$ cat config.mk
export PLATFORM = sky130hd
export DESIGN_NAME = simt_reconv_stack
export DESIGN_NICKNAME = d
export VERILOG_FILES = /design/src/rtl/simt_rs_pkg.sv /design/src/rtl/rs_split_eval.sv /design/src/rtl/rs_lifo.sv /design/src/rtl/simt_reconv_stack.sv
export SDC_FILE = /design/constraint.sdc
export NUM_CORES = 1
export LEC_CHECK = 0
export CORE_MARGIN = 2
export CORE_UTILIZATION = 50
export CTS_CLUSTER_SIZE = 8
export DETAILED_ROUTE_END_ITERATION = 8
export PLACE_DENSITY = 0.8
export SYNTH_ARGS = -nofsm -noshare
export SYNTH_HDL_FRONTEND = slang
export SYNTH_SLANG_ARGS = --single-unit
$ cat constraint.sdc
create_clock -name clk -period 4.9 [get_ports clk]
set_input_delay 0.49 -clock clk [delete_from_list [all_inputs] [get_ports clk]]
set_output_delay 0.49 -clock clk [all_outputs]
set_load 0.02 [all_outputs]
$ cat src/rtl/simt_rs_pkg.sv
package simt_rs_pkg;

    typedef enum logic [1:0] {
        OP_NONE  = 2'b00,
        OP_SPLIT = 2'b01,
        OP_JOIN  = 2'b10,
        OP_RSVD  = 2'b11
    } rs_op_e;

    typedef enum logic [1:0] {
        EK_MARK    = 2'b00,
        EK_RECONV  = 2'b01,
        EK_PENDING = 2'b10
    } ent_kind_e;

    typedef enum logic [1:0] {
        ST_EMPTY   = 2'b00,
        ST_PARTIAL = 2'b01,
        ST_FULL    = 2'b10
    } occ_state_e;

endpackage

$ cat src/rtl/rs_split_eval.sv
module rs_split_eval #(
    parameter int unsigned LANES = 8
) (
    input  logic [LANES-1:0] cur_mask,
    input  logic [LANES-1:0] pred,
    output logic [LANES-1:0] taken,
    output logic [LANES-1:0] not_taken,
    output logic             divergent
);
    always_comb begin
        taken     = cur_mask & pred;
        not_taken = cur_mask & ~pred;
        divergent = (|taken) && (|not_taken);
    end
endmodule

$ cat src/rtl/rs_lifo.sv
module rs_lifo #(
    parameter int unsigned DEPTH = 4,
    parameter int unsigned W     = 8
) (
    input  logic                       clk,
    input  logic                       rst_n,
    input  logic                       push_one,
    input  logic                       push_two,
    input  logic                       pop,
    input  logic [W-1:0]               din_lo,
    input  logic [W-1:0]               din_hi,
    output logic [W-1:0]               top,
    output logic [$clog2(DEPTH+1)-1:0] count
);
    localparam int unsigned CW = $clog2(DEPTH + 1);
    localparam int unsigned IW = (DEPTH > 1) ? $clog2(DEPTH) : 1;

    logic [W-1:0]  mem [DEPTH];
    logic [IW-1:0] wr0, wr1, rd;

    always_comb begin
        wr0 = IW'(count);
        wr1 = IW'(count + CW'(1));
        rd  = IW'(count - CW'(1));
        top = mem[rd];
    end

    always_ff @(posedge clk) begin
        if (!rst_n) begin
            count <= '0;
            for (int i = 0; i < int'(DEPTH); i++) mem[i] <= '0;
        end else if (pop) begin
            count <= count - CW'(1);
        end else if (push_two) begin
            mem[wr0] <= din_lo;
            mem[wr1] <= din_hi;
            count    <= count + CW'(2);
        end else if (push_one) begin
            mem[wr0] <= din_lo;
            count    <= count + CW'(1);
        end
    end

    p_count_bound_r10: assert property (@(posedge clk) disable iff (!rst_n)
        count <= CW'(DEPTH));
    p_pop_nonempty_r8: assert property (@(posedge clk) disable iff (!rst_n)
        pop |-> (count != '0));
    p_push_room_r7: assert property (@(posedge clk) disable iff (!rst_n)
        push_two |-> (count <= CW'(DEPTH - 2)));
endmodule

$ cat src/rtl/simt_reconv_stack.sv
module simt_reconv_stack
    import simt_rs_pkg::*;
#(
    parameter int unsigned LANES = 8,
    parameter int unsigned PC_W  = 16,
    parameter int unsigned DEPTH = 4
) (
    input  logic             clk,
    input  logic             rst_n,
    input  logic [1:0]       rs_op,
    input  logic [LANES-1:0] branch_pred,
    input  logic [PC_W-1:0]  fall_pc,
    output logic [LANES-1:0] active_mask,
    output logic             redirect_valid,
    output logic [PC_W-1:0]  redirect_pc,
    output logic             stack_err
);
    localparam int unsigned EW = 2 + LANES + PC_W;
    localparam int unsigned CW = $clog2(DEPTH + 1);

    rs_op_e     op;
    occ_state_e state, state_nxt;

    logic [LANES-1:0] taken, not_taken;
    logic             divergent;
    logic [EW-1:0]    din_lo, din_hi, top;
    logic [CW-1:0]    count;
    logic             is_split, is_join, split_ok, join_ok, err_evt;
    logic             push_one, push_two, pop;
    ent_kind_e        top_kind;
    logic [LANES-1:0] top_mask;
    logic [PC_W-1:0]  top_pc;

    assign op = rs_op_e'(rs_op);

    rs_split_eval #(.LANES(LANES)) u_eval (
        .cur_mask (active_mask),
        .pred     (branch_pred),
        .taken    (taken),
        .not_taken(not_taken),
        .divergent(divergent)
    );

    rs_lifo #(.DEPTH(DEPTH), .W(EW)) u_lifo (
        .clk     (clk),
        .rst_n   (rst_n),
        .push_one(push_one),
        .push_two(push_two),
        .pop     (pop),
        .din_lo  (din_lo),
        .din_hi  (din_hi),
        .top     (top),
        .count   (count)
    );

    always_comb begin
        top_kind = ent_kind_e'(top[EW-1 -: 2]);
        top_mask = top[PC_W +: LANES];
        top_pc   = top[PC_W-1:0];
        is_split = (op == OP_SPLIT);
        is_join  = (op == OP_JOIN);
        split_ok = 1'b0;
        join_ok  = 1'b0;
        unique case (state)
            ST_EMPTY: begin
                split_ok = is_split;
            end
            ST_PARTIAL: begin
                split_ok = is_split && (!divergent || count != CW'(DEPTH - 1));
                join_ok  = is_join;
            end
            ST_FULL: begin
                join_ok  = is_join;
            end
            default: ;
        endcase
        err_evt  = (is_split && !split_ok) || (is_join && !join_ok);
        push_two = split_ok && divergent;
        push_one = split_ok && !divergent;
        pop      = join_ok;
        din_lo   = {(divergent ? EK_RECONV : EK_MARK), active_mask, {PC_W{1'b0}}};
        din_hi   = {EK_PENDING, not_taken, fall_pc};
    end

    // next occupancy state: T_SPLIT_PUSH, T_JOIN_POP, T_HOLD
    always_comb begin
        logic [CW:0] nxt;
        nxt = {1'b0, count};
        if (pop)           nxt = nxt - 1'b1;
        else if (push_two) nxt = nxt + 2'd2;
        else if (push_one) nxt = nxt + 1'b1;
        if (nxt == '0)                  state_nxt = ST_EMPTY;
        else if (nxt >= (CW+1)'(DEPTH)) state_nxt = ST_FULL;
        else                            state_nxt = ST_PARTIAL;
    end

    always_ff @(posedge clk) begin
        if (!rst_n) state <= ST_EMPTY;
        else        state <= state_nxt;
    end

    always_ff @(posedge clk) begin
        if (!rst_n) begin
            active_mask    <= '1;
            redirect_valid <= 1'b0;
            redirect_pc    <= '0;
            stack_err      <= 1'b0;
        end else begin
            redirect_valid <= 1'b0;
            if (err_evt) stack_err <= 1'b1;
            if (push_two) begin
                active_mask <= taken;
            end else if (pop) begin
                active_mask <= top_mask;
                if (top_kind == EK_PENDING) begin
                    redirect_valid <= 1'b1;
                    redirect_pc    <= top_pc;
                end
            end
        end
    end

    p_state_tracks_r10: assert property (@(posedge clk) disable iff (!rst_n)
        (state == ST_EMPTY) == (count == '0));
    p_err_sticky_r9: assert property (@(posedge clk) disable iff (!rst_n)
        stack_err |=> stack_err);
    p_redirect_join_r4: assert property (@(posedge clk) disable iff (!rst_n)
        redirect_valid |-> ($past(rs_op) == 2'b10));
    p_split_no_redirect_r2: assert property (@(posedge clk) disable iff (!rst_n)
        (rs_op == 2'b01) |=> !redirect_valid);
    p_underflow_r8: assert property (@(posedge clk) disable iff (!rst_n)
        (is_join && state == ST_EMPTY) |=> (stack_err && $stable(active_mask) && !redirect_valid));
    p_unanimous_r3: assert property (@(posedge clk) disable iff (!rst_n)
        (is_split && !divergent) |=> $stable(active_mask));
    p_no_overflow_r7: assert property (@(posedge clk) disable iff (!rst_n)
        (is_split && state == ST_FULL) |=> (stack_err && $stable(active_mask)));
endmodule

== Word level (Yosys, flattened, before mapping) ==
Memories as Yosys holds them, arrays and structs flattened.
Cells that the tools add are included.

* Bitwise gates (word level): 7
* Order comparisons: 1
* Eq/ne operators: 6
* Add/sub/neg operators: 6
* Reductions and logical operators: 23
* Multiplexer cells: 30

{| class="wikitable"
|+ Operators by type and width
! operator !! count
|-
| 26-bit 2-to-1 mux || 3
|-
| 26-bit OR reduction || 2
|-
| 8-bit bitwise AND || 2
|-
| 8-bit 2-to-1 mux || 2
|-
| 8-bit OR reduction || 2
|-
| 1-bit 2-to-1 mux || 15
|-
| 4-bit 2-to-1 mux || 3
|-
| 3-bit 2-to-1 mux || 3
|-
| 8-bit NOT || 1
|-
| 2-bit equality test, second input constant || 3
|-
| 1-bit logical AND || 6
|-
| 2-bit 2-to-1 mux || 3
|-
| 3-bit by 1-bit adder with 4-bit output, second input constant || 1
|-
| 3-bit by 2-bit adder with 4-bit output, second input constant || 1
|-
| 2-bit by 1-bit equality test with 1-bit output, second input constant || 2
|-
| 4-bit by 3-bit >= comparator with 1-bit output, second input constant || 1
|-
| 4-bit zero test || 1
|-
| 2-bit OR reduction || 2
|-
| 3-bit by 1-bit subtractor with 4-bit output, second input constant || 1
|-
| 3-bit by 1-bit adder with 3-bit output, second input constant || 1
|-
| 3-bit by 2-bit adder with 3-bit output, second input constant || 1
|-
| 1-bit zero test || 3
|-
| 3-bit by 2-bit inequality test with 1-bit output, second input constant || 1
|-
| 1-bit NOT || 3
|-
| 9 further kinds || 10
|}

* Input bits: 28
* Memory bits (writable): 104
* Register bits after elaboration: 31
* Output and inout bits: 26
* Memories: 1
* Word-level logic and storage cells: 80

{| class="wikitable"
|+ Memory list
! name !! words !! width !! rd ports !! clocked after Yosys merged registers in !! write ports !! RTL line !! text
|-
| u_lifo.mem || 4 || 26 || 1 || 0 || 4 || rs_lifo.sv:18 || <nowiki>logic [W-1:0] mem [DEPTH];</nowiki>
|}

== Longest topological paths before layout ==
Gate-level depths: netlist (run 1).

* Depth in word-level cells: 17
* Mapped depth: 11
* Gate-level depth less buffers: 8

== By module ==
Synthesis (run 1) repeated with hierarchy kept, for this count alone.

* Cell total of the unflattened synthesis: 628
* Area total of the unflattened synthesis: 7089.3 sq um

{| class="wikitable"
|+ Modules (own cells, without submodules)
! module !! instances !! cells an instance !! seq. area each (sq um) !! area an instance (sq um)
|-
| rs_lifo || 1 || 450 || 3183.1 || 5575.3
|-
| simt_reconv_stack || 1 || 156 || 560.5 || 1367.6
|-
| rs_split_eval || 1 || 22 || 0.0 || 146.4
|}

== Worst setup path after synthesis (run 1) ==
Ideal clock, no wire load.

* Path type: register -> register
* From: reg u_lifo.count[1]
* To: mem u_lifo.mem[2][0] (netlist name), enable pin
* Arrival: 2.407 ns
* Stages on the path, launching flop included: 10
* Clock period less this slack: 2.791 ns
* Required time: 4.515 ns
* Slack: 2.109 ns
* Library setup time: 0.385 ns
* Buffers on the path: 3
* Path through: dfxtp_1 > ha_1 > ha_1 > nand2b_1 > buf_4 > and2_1 > buf_4 > buf_2 > nand4_1 > nand3_1

{| class="wikitable"
|+ RTL lines
! element !! RTL line !! text
|-
| start: declaration || rs_lifo.sv:13 || <nowiki>output logic [$clog2(DEPTH+1)-1:0] count</nowiki>
|-
| start signal: assignment || rs_lifo.sv:33 || <nowiki>count <= count - CW'(1);</nowiki>
|-
| start signal: assignment || rs_lifo.sv:37 || <nowiki>count <= count + CW'(2);</nowiki>
|-
| start signal: assignment || rs_lifo.sv:40 || <nowiki>count <= count + CW'(1);</nowiki>
|-
| end: declaration || rs_lifo.sv:18 ||
|}

==> run metrics, run 1 <==
WP data required 4.97 ns; largest net degree at the start of global routing 46; fin crit period approximately 3.3 ns; asr flop ratio synth 0; vias per cell 5.63; peak fanout along the critical path 24; postcts setup bufs 0; Clock Skew just under 0.009 ns; max-cap viol count 0; Die H around 120 um; I/O pins 54; clock power share 0.358; Distinct cells, synth 59; CTS tree yes; CP Capture Type flip-flop; # rows 42; Hold Path Cell Cnt 2; Area Growth Syn to Fin 17.4%; maximum buffer depth of the clock tree 2; Pint around 2.5 mW; fin nets approximately 600; FF-to-FF setup slack 1.57 ns; Rel. slew slack 0.486; multi-input logic area approximately 2700 um2; CTS Sinks between 100 and 150; fillers 1020; largest area contributor in the synthesized netlist edfxtp_1; gpl congestion 0.927; synth warn 0; FF+latch count, synth around 140; Die ar. between 10000 and 15000 um2; setup ws final between 1.5 and 2 ns; endpoints failing hold 0; layout cells sized above 1 0.154; Initial Util 0.505; drc violations 0; Pre-Repair DR Iteration Count 5; pre-CTS setup slack 1.27 ns; Mapped Cells roughly 510; share of the yosys chip area belonging to registers 0.554; Die Wd approximately 120 um; VDD IR-drop max roughly 250 uV; register cell area after layout about 3700 um2; detailed placer's ending HPWL 9.31 mm; CTS Hold Bufs 0; first-pass GRT wire length between 20 and 25 mm; share of Yosys cell area claimed by the top area cell type 0.436; Mean Syn Cell Area around 13 um2; largest cells by area after synthesis edfxtp_1 (44%), dfxtp_1 (12%), mux4_2 (8.2%), and2_1 (6.1%), o21a_1 (3.6%); Setup TNS Final 0 ns; critical path class reg -> reg; clk root buf clkbuf_16; Synth Flop Type edfxtp_1; Iter 0 DRT Violations just under 400; commonest non-fill, non-tap cell in the layout edfxtp_1; combinational power share 0.221; initial antenna violation count 0; Slew Limit Fails 0; syn_nets ~550; global route total overflow 0; worst min path class reg -> reg; synthesized area 6610 um2; Skew-Pair Late Insertion Delay approximately 0.4 ns; reg2reg path depth 7; final worst-path cycle share 0.679; leakage between 2 and 3 nW; crit start category flip-flop; CORE AREA approximately 13000 um2; clock-pin slew on the worst setup and hold paths about 0.060 ns; sequential share of power 0.421; vias in the first global route 4315; CTS buffer count 17; EDFF count, synth 96; input/output buffers 53; actual slew at the worst max-slew pin approximately 0.77 ns; fmax between 300 and 400 MHz; Power Density 444 nW/um2; post-cts sizing count 0; antenna violation net count after detailed routing 0; final setup fails 0; most frequent cells in the layout edfxtp_1 (96), and2_1 (64), clkdlybuf4s50_1 (53), nor2_1 (39), dfxtp_1 (38); ANT cells 0; H-tree levels 4; global-route usage over all layers 0.219; Routed Wire Length around 14 mm; total number of vias 4205; Net Sw Power around 0.97 mW; routed len/inst between 15 and 20 um; Arr. time, crit path ~3.4 ns; RSZ-0062 raised after global routing false; outcome finished, final reports clean; switch share 0.281
[critical path: stages (launching register included)]
cell and delay (ns):
dfxtp_1 0.42, ha_1 0.30, ha_1 0.21, nand2b_1 0.31, and2_1 0.63, nand4_1 0.50, nand3_1 0.23, buf_4 0.37
[sequential cells by signal, summed over array words and instances, names as in the netlist]
| signal | count |
|---|---|
| u_lifo.mem | 104 |
| redirect_pc | 16 |
| active_mask | 8 |
| u_lifo.count | 3 |
| state | 2 |
| redirect_valid | 1 |
| stack_err | 1 |
[power by group through the flow]
| stage | registers (mW) | clock network (mW) | logic, mW |
|---|---|---|---|
| finish | 1.45 | 1.23 | 0.762 |
| CTS | 1.45 | 1.24 | 0.768 |
| global placement | 1.46 | 0 | 0.742 |
| global route | 1.46 | 1.29 | 0.832 |
| floorplan | 1.46 | 0 | 0.541 |
| detailed placement | 1.47 | 0 | 0.760 |
[worst paths after layout]
check,from,to
max,u_lifo.count[1],u_lifo.mem[3][4]
min,u_lifo.mem[0][24],u_lifo.mem[0][24]
max reg2reg,u_lifo.count[1],u_lifo.mem[3][4]
min reg2reg,u_lifo.mem[0][24],u_lifo.mem[0][24]
[layout make-up]
class,count,area share
well taps,176,0.0284
inverters,12,0.00581
flip-flops and latches,135,0.472
clock inverters,7,0.0124
repair buffers,61,0.0761
multi-input cells,331,0.344
clock buffers,25,0.0613
[cells by family (layout without fill, tap and decap cells)]
kind of cell               Yosys count  in the layout  synth area share
AOI/OAI and AO/OA                   78             78            0.0896
and+or+nand+nor                    197            197             0.178
muxes                               42             42             0.109
xor gates and xnor gates             3              3           0.00398
buffers and inverters               46            105            0.0443
adders and majority gates           11             11            0.0208
DFF                                135            135             0.554
[metrics by stage]
step | cell area [um2] | util | cells | power (mW) | hold slack (ns)
6_report | 7760 | 0.593 | 747 | 3.44 | 0.464
5_1_grt | 7760 | 0.593 | 747 | 3.59 | 0.491
4_1_cts | 7760 | 0.593 | 747 | 3.46 | 0.466
3_5_place_dp | 7190 | 0.549 | 715 | 2.23 | 0.458
3_3_place_gp | 7190 | 0.549 | 715 | 2.20 | 0.450
2_1_floorplan | 6610 | - | 512 | 2.00 | 0.429
[synth_stat cells, types with 6 or more instances]
cell type   n
a21oi_1    10
and2_1     64
buf_2       6
buf_6      12
clkbuf_1   11
dfxtp_1    39
edfxtp_1   96
ha_1       11
inv_1      12
mux2i_1    18
mux4_2     24
nand2_1    19
nand3_1    18
nor2_1     39
nor2b_1    17
o211ai_1    7
o21a_1     32
[routing by layer]
metal,global-route usage,part of all wire,vias up,wire length [um]
li1,-,-,1974,-
met1,0.298,0.43,2058,6180
met2,0.359,0.50,160,7280
met3,0.0503,0.060,13,862
met4,0.0513,0.0097,0,140
met5,0,0,-,0
No activity file was read; power rests on OpenSTA's default activity.
==> run 2: changes to the inputs <==
--- a/config.mk
+++ b/config.mk
@@ -9,7 +9,7 @@
 export CORE_UTILIZATION = 50
 export CTS_CLUSTER_SIZE = 8
 export DETAILED_ROUTE_END_ITERATION = 8
-export PLACE_DENSITY = 0.8
+export PLACE_DENSITY = 0.83
 export SYNTH_ARGS = -nofsm -noshare
 export SYNTH_HDL_FRONTEND = slang
 export SYNTH_SLANG_ARGS = --single-unit
==> constraint.sdc (replaced) <==
create_clock -name clk -period 3 [get_ports clk]
set_input_delay 0.3 -clock clk [delete_from_list [all_inputs] [get_ports clk]]
set_output_delay 0.3 -clock clk [all_outputs]
set_load 0.02 [all_outputs]
==> run 2 against run 1 <==
Clock skew decreased by 0.0037 ns. Largest power group unchanged. Critical path type unchanged. Sequential share of layout area decreased by 1.0 points. Total power increased by 66%.
==> run metrics, run 2 (synthesis results as in run 1) <==
worst min path class reg -> reg; Setup TNS Final 0 ns; reg2reg path depth 7; VDD IR-drop max about 440 uV; detailed placer's ending HPWL roughly 10 mm; Reg2Reg Launch Point u_lifo.count[1]; CTS Sinks around 140; DP Cell Count ~730; routed len/inst approximately 20 um; FF-to-FF setup slack 0.36 ns; endpoints failing hold 0; crit path launch u_lifo.count[1]; vias in the first global route around 4.7k; Layout Cells excl Fill about 770; CP peak stage delay 0.56 ns; DP Area between 7000 and 8000 um2; commonest non-fill, non-tap cell in the layout edfxtp_1; Clock Skew roughly 0.005 ns; fillers around 1000; post-cts sizing count 0; Die ar. 14200 um2; input/output buffers between 50 and 60; Top Family by Delay on Critical Path simple AND/OR/NAND/NOR gates; final worst-path cycle share 0.881; Top reg by flops u_lifo.mem; Skew-Pair Late Insertion Delay 0.42 ns; CTS Hold Bufs 0; RSZ-0062 raised after global routing false; global-route usage over all layers 0.232; ANT cells 0; maximum buffer depth of the clock tree 2; Worst R2R End u_lifo.mem[3][18]; Area Growth Syn to Fin 20.0%; initial antenna violation count 0; Die H roughly 120 um; max-cap viol count 0; max reg flops approximately 100; Routed Wire Length approximately 15 mm; H-tree levels 4; Rel. slew slack 0.559; outcome finished, final reports clean; # rows 42; final setup fails 0; clk root buf clkbuf_16; fin crit period 2.64 ns; layout cells sized above 1 0.187; I/O pins between 50 and 60; fin util 0.606; global route total overflow 0; clock-pin slew on the worst setup and hold paths roughly 0.050 ns; CTS tree yes; Crit-path slowest cell dfxtp_1; Slew Limit Fails 0; total number of vias 4377; CP Capture Point u_lifo.mem[3][18]; gpl congestion between 0.9 and 1; Pre-Repair DR Iteration Count 5; actual slew at the worst max-slew pin roughly 0.66 ns; largest registers u_lifo.mem x104, redirect_pc x16, active_mask x8; largest net degree at the start of global routing 44; Power Density ~720 nW/um2; first-pass GRT wire length between 20 and 25 mm; drc violations 0; peak fanout along the critical path 12; Iter 0 DRT Violations between 400 and 500; crit start category flip-flop; CP Capture Type flip-flop; antenna violation net count after detailed routing 0; crit-path most repeated cell ha_1; fin area a little under 8000 um2; critical path depth 7; crit path cell chain ha_1, ha_1, nand2b_1, and2_1, and4_4, nor3_4, o21a_1; total power draw ~5.7 mW; fin nets 615; Die Wd about 120 um; postcts setup bufs 0; leakage a little under 3 nW; most frequent cells in the layout edfxtp_1 (96), and2_1 (64), clkdlybuf4s50_1 (53), nor2_1 (39), dfxtp_1 (38); Arr. time, crit path a little under 3 ns; Buf/Inv on CP 0; CORE AREA 13100 um2; fmax approximately 380 MHz; Initial Util 0.505; vias per cell about 5.7; CTS buffer count 17; critical path class reg -> reg; WP data required 3.29 ns
-- run 2: changes by cell type in the layout (fill, tap and decap cells not counted), sizes merged --
cell / previous run / this run
clkbuf: 25 / 20
clkinv: 2 / 7
buf: 8 / 26
-- run 2: how the worst min path moves through the flow --
stage	start	to	slack, ns	depth (start not counted)
2_1_floorplan	u_lifo.mem[2][25]	u_lifo.mem[2][25]	0.43	2
6_report	u_lifo.mem[2][25]	u_lifo.mem[2][25]	0.46	2
3_5_place_dp	u_lifo.mem[1][25]	u_lifo.mem[1][25]	0.45	2
5_1_grt	u_lifo.mem[1][25]	u_lifo.mem[1][25]	0.48	2
4_1_cts	u_lifo.mem[2][25]	u_lifo.mem[2][25]	0.46	2
3_3_place_gp	u_lifo.mem[2][25]	u_lifo.mem[2][25]	0.44	2
-- run 2: worst register-to-register path: cells and delay by family, from the launching register on --
family	cells	cell delay, ns
and+or+nand+nor	4	1.18
DFF	1	0.56
adders and majority gates	2	0.55
AOI/OAI and AO/OA	1	0.22
-- run 2: power by group --
part           switching (mW)  total, mW  internal (mW)  leakage [nW]
clock network           0.772       2.03           1.26         0.279
logic                   0.735       1.33          0.593          1.32
registers               0.137       2.36           2.23          1.31
-- run 2: routing by layer --
metal | track usage | share of wire
met3 | 0.0527 | 0.073
met2 | 0.387 | 0.50
met1 | 0.292 | 0.41
met4 | 0.0952 | 0.018
met5 | 0 | 0
-- run 2: per-stage QoR --
stage	hold slack, ns	worst slack, ns
after floorplan	0.429	0.209
after global placement	0.439	0.243
after detailed placement	0.453	0.176
after CTS	0.457	0.415
after global routing	0.478	0.233
final	0.463	0.357
-- run 2: final cells by class --
class	instances	area, um2	share of cell area
Inverter	12	45.0	0.00568
Timing Repair Buffer	79	751	0.0947
Sequential cell	135	3660	0.462
Multi-Input combinational cell	331	2670	0.336
Tap cell	176	220	0.0278
Clock buffer	20	457	0.0576
Clock inverter	12	128	0.0161
==> run 3: changes to the inputs <==
--- a/config.mk
+++ b/config.mk
@@ -6,10 +6,10 @@
 export NUM_CORES = 1
 export LEC_CHECK = 0
 export CORE_MARGIN = 2
-export CORE_UTILIZATION = 50
+export CORE_UTILIZATION = 30
 export CTS_CLUSTER_SIZE = 8
 export DETAILED_ROUTE_END_ITERATION = 8
-export PLACE_DENSITY = 0.83
+export PLACE_DENSITY = 0.58
 export SYNTH_ARGS = -nofsm -noshare
 export SYNTH_HDL_FRONTEND = slang
 export SYNTH_SLANG_ARGS = --single-unit
==> constraint.sdc (replaced) <==
create_clock -name clk -period 3 [get_ports clk]
set_input_delay 0.3 -clock clk [delete_from_list [all_inputs] [get_ports clk]]
set_output_delay 0.3 -clock clk [all_outputs]
set_load 0.005 [all_outputs]
==> run 3 against run 2 <==
Global-route usage decreased by 9.4 points. Sequential share of layout area is 1.0 points lower. Critical endpoint is now u_lifo.mem[1][15]. Via count fell by 3.6%. Utilization shrank 23 points. Clock skew increased by 0.0035 ns. Critical path type unchanged. Final area increased by 2.2%. Clock power increased by 5%. Hold slack better by 0.0077 ns. Sequential power barely moved.
==> run metrics, run 3 (synthesis results as in run 1) <==
max-cap viol count 0; crit path cell chain inv_1, ha_1, nand3b_1, nand2_1, nor4_1, o21ai_2, nand3_1, buf_4; final worst-path cycle share 0.861; Crit-path slowest cell nor4_1; Hold WS about 0.47 ns; critical path class reg -> reg; actual slew at the worst max-slew pin ~0.7 ns; H-tree levels 4; CORE AREA 21800 um2; fin nets just over 600; CP Capture Type flip-flop; leakage 2.94 nW; clk root buf clkbuf_16; CP peak stage delay 0.48 ns; RSZ-0062 raised after global routing false; drc violations 0; hold path start u_lifo.mem[3][25]; CTS buffer count 17; Clock Skew about 0.0086 ns; Power Density a little over 700 nW/um2; worst min path class reg -> reg; gpl congestion between 0.8 and 0.9; WHS Endpoint u_lifo.mem[3][25]; fin area 8110 um2; reg2reg path depth 8; crit start category flip-flop; outcome finished, final reports clean; Hold Path Cell Cnt 2; Initial Util 0.304; Top reg by flops u_lifo.mem; first-pass GRT wire length 24.9 mm; postcts setup bufs 0; fmax roughly 390 MHz; vias per cell ~4.8; Die H approximately 150 um; Setup TNS Final 0 ns; WP data required roughly 3.1 ns; DP Area 7510 um2; detailed placer's ending HPWL around 10 mm; Reg2Reg Launch Point state[0]; Rel. slew slack 0.539; fin util 0.373; CTS Sinks 135; input/output buffers 53; max reg flops around 100; global route total overflow 0; fin crit period approximately 2.6 ns; Routed Wire Length 15.6 mm; Die Wd 152 um; FF-to-FF setup slack roughly 0.42 ns; # rows 54; CTS tree yes; largest net degree at the start of global routing 37; I/O pins between 50 and 60; largest registers u_lifo.mem x104, redirect_pc x16, active_mask x8; post-cts sizing count 0; CTS Hold Bufs 0; Iter 0 DRT Violations approximately 380; total power draw about 5.8 mW; antenna violation net count after detailed routing 0; Worst R2R End u_lifo.mem[1][15]; routed len/inst 17.9 um; final setup fails 0; total number of vias approximately 4.2k; clock-pin slew on the worst setup and hold paths about 0.06 ns; VDD IR-drop max between 200 and 300 uV; layout cells sized above 1 0.192; peak fanout along the critical path 16; Slew Limit Fails 0; Die ar. about 23000 um2; maximum buffer depth of the clock tree 2; vias in the first global route around 4.5k; endpoints failing hold 0; commonest non-fill, non-tap cell in the layout edfxtp_1; Arr. time, crit path 2.68 ns; most frequent cells in the layout edfxtp_1 (96), and2_1 (64), clkdlybuf4s50_1 (53), nor2_1 (39), dfxtp_1 (38); Skew-Pair Late Insertion Delay around 0.42 ns; initial antenna violation count 0; Buf/Inv on CP 2; Pre-Repair DR Iteration Count 5; Area Growth Syn to Fin 22.7%; global-route usage over all layers 0.138; ANT cells 0; Top Family by Delay on Critical Path simple AND/OR/NAND/NOR gates
-- run 3: cell types whose count changed in the layout (fill, tap and decap cells not counted) --
cell / delta
buf_4: +4
bufinv_16: +1
clkbuf_8: -2
clkinv_2: -1
clkinv_4: -2
inv_6: +3
inv_8: +1
-- run 3: power by group --
| part | total [mW] | internal [mW] | leakage, nW | switching, mW |
|---|---|---|---|---|
| Sequential | 2.35 | 2.23 | 1.31 | 0.128 |
| Clock | 2.14 | 1.31 | 0.287 | 0.828 |
| Combinational | 1.29 | 0.596 | 1.34 | 0.697 |
-- run 3: metrics by stage --
step,setup slack [ns],instances
after floorplan,0.209,512
after global placement,0.0738,841
after detailed placement,0.0327,841
after CTS,0.388,873
after global routing,0.246,873
final,0.418,873
-- run 3: cell type report --
type	count	area (um2)
clock inverter	14	173
sequential	135	3660
tap	280	350
timing repair buffer	83	781
clock buffer	18	429
multi-input combinational	331	2670
inverter	12	45.0
fill	2096	13600
-- run 3: worst register-to-register path, stage by stage, from the launching register on --
cell,delay [ns]
dfxtp_1,0.33
inv_1,0.05
ha_1,0.32
nand3b_1,0.25
nand2_1,0.15
nor4_1,0.48
o21ai_2,0.22
nand3_1,0.17
buf_4,0.29
-- run 3: worst max-delay path by stage --
stage                     cells after the start  slack, ns       startpoint           endpoint
after CTS                                     8       0.39         state[0]   u_lifo.mem[1][0]
after global placement                        8       0.07   branch_pred[0]  u_lifo.mem[3][23]
after floorplan                               9       0.21  u_lifo.count[1]   u_lifo.mem[2][0]
after detailed placement                      8       0.03   branch_pred[2]  u_lifo.mem[3][16]
final                                         8       0.42         state[0]  u_lifo.mem[1][15]
after global routing                          8       0.25         state[0]   u_lifo.mem[1][0]
-- run 3: metal layers --
metal	vias to the layer above	wire length, um	track usage	part of all wire
li1	2009	-	-	-
met1	2093	6880	0.173	0.44
met2	101	7880	0.234	0.51
met3	17	655	0.0301	0.042
met4	0	183	0.0476	0.012
met5	-	0	0	0
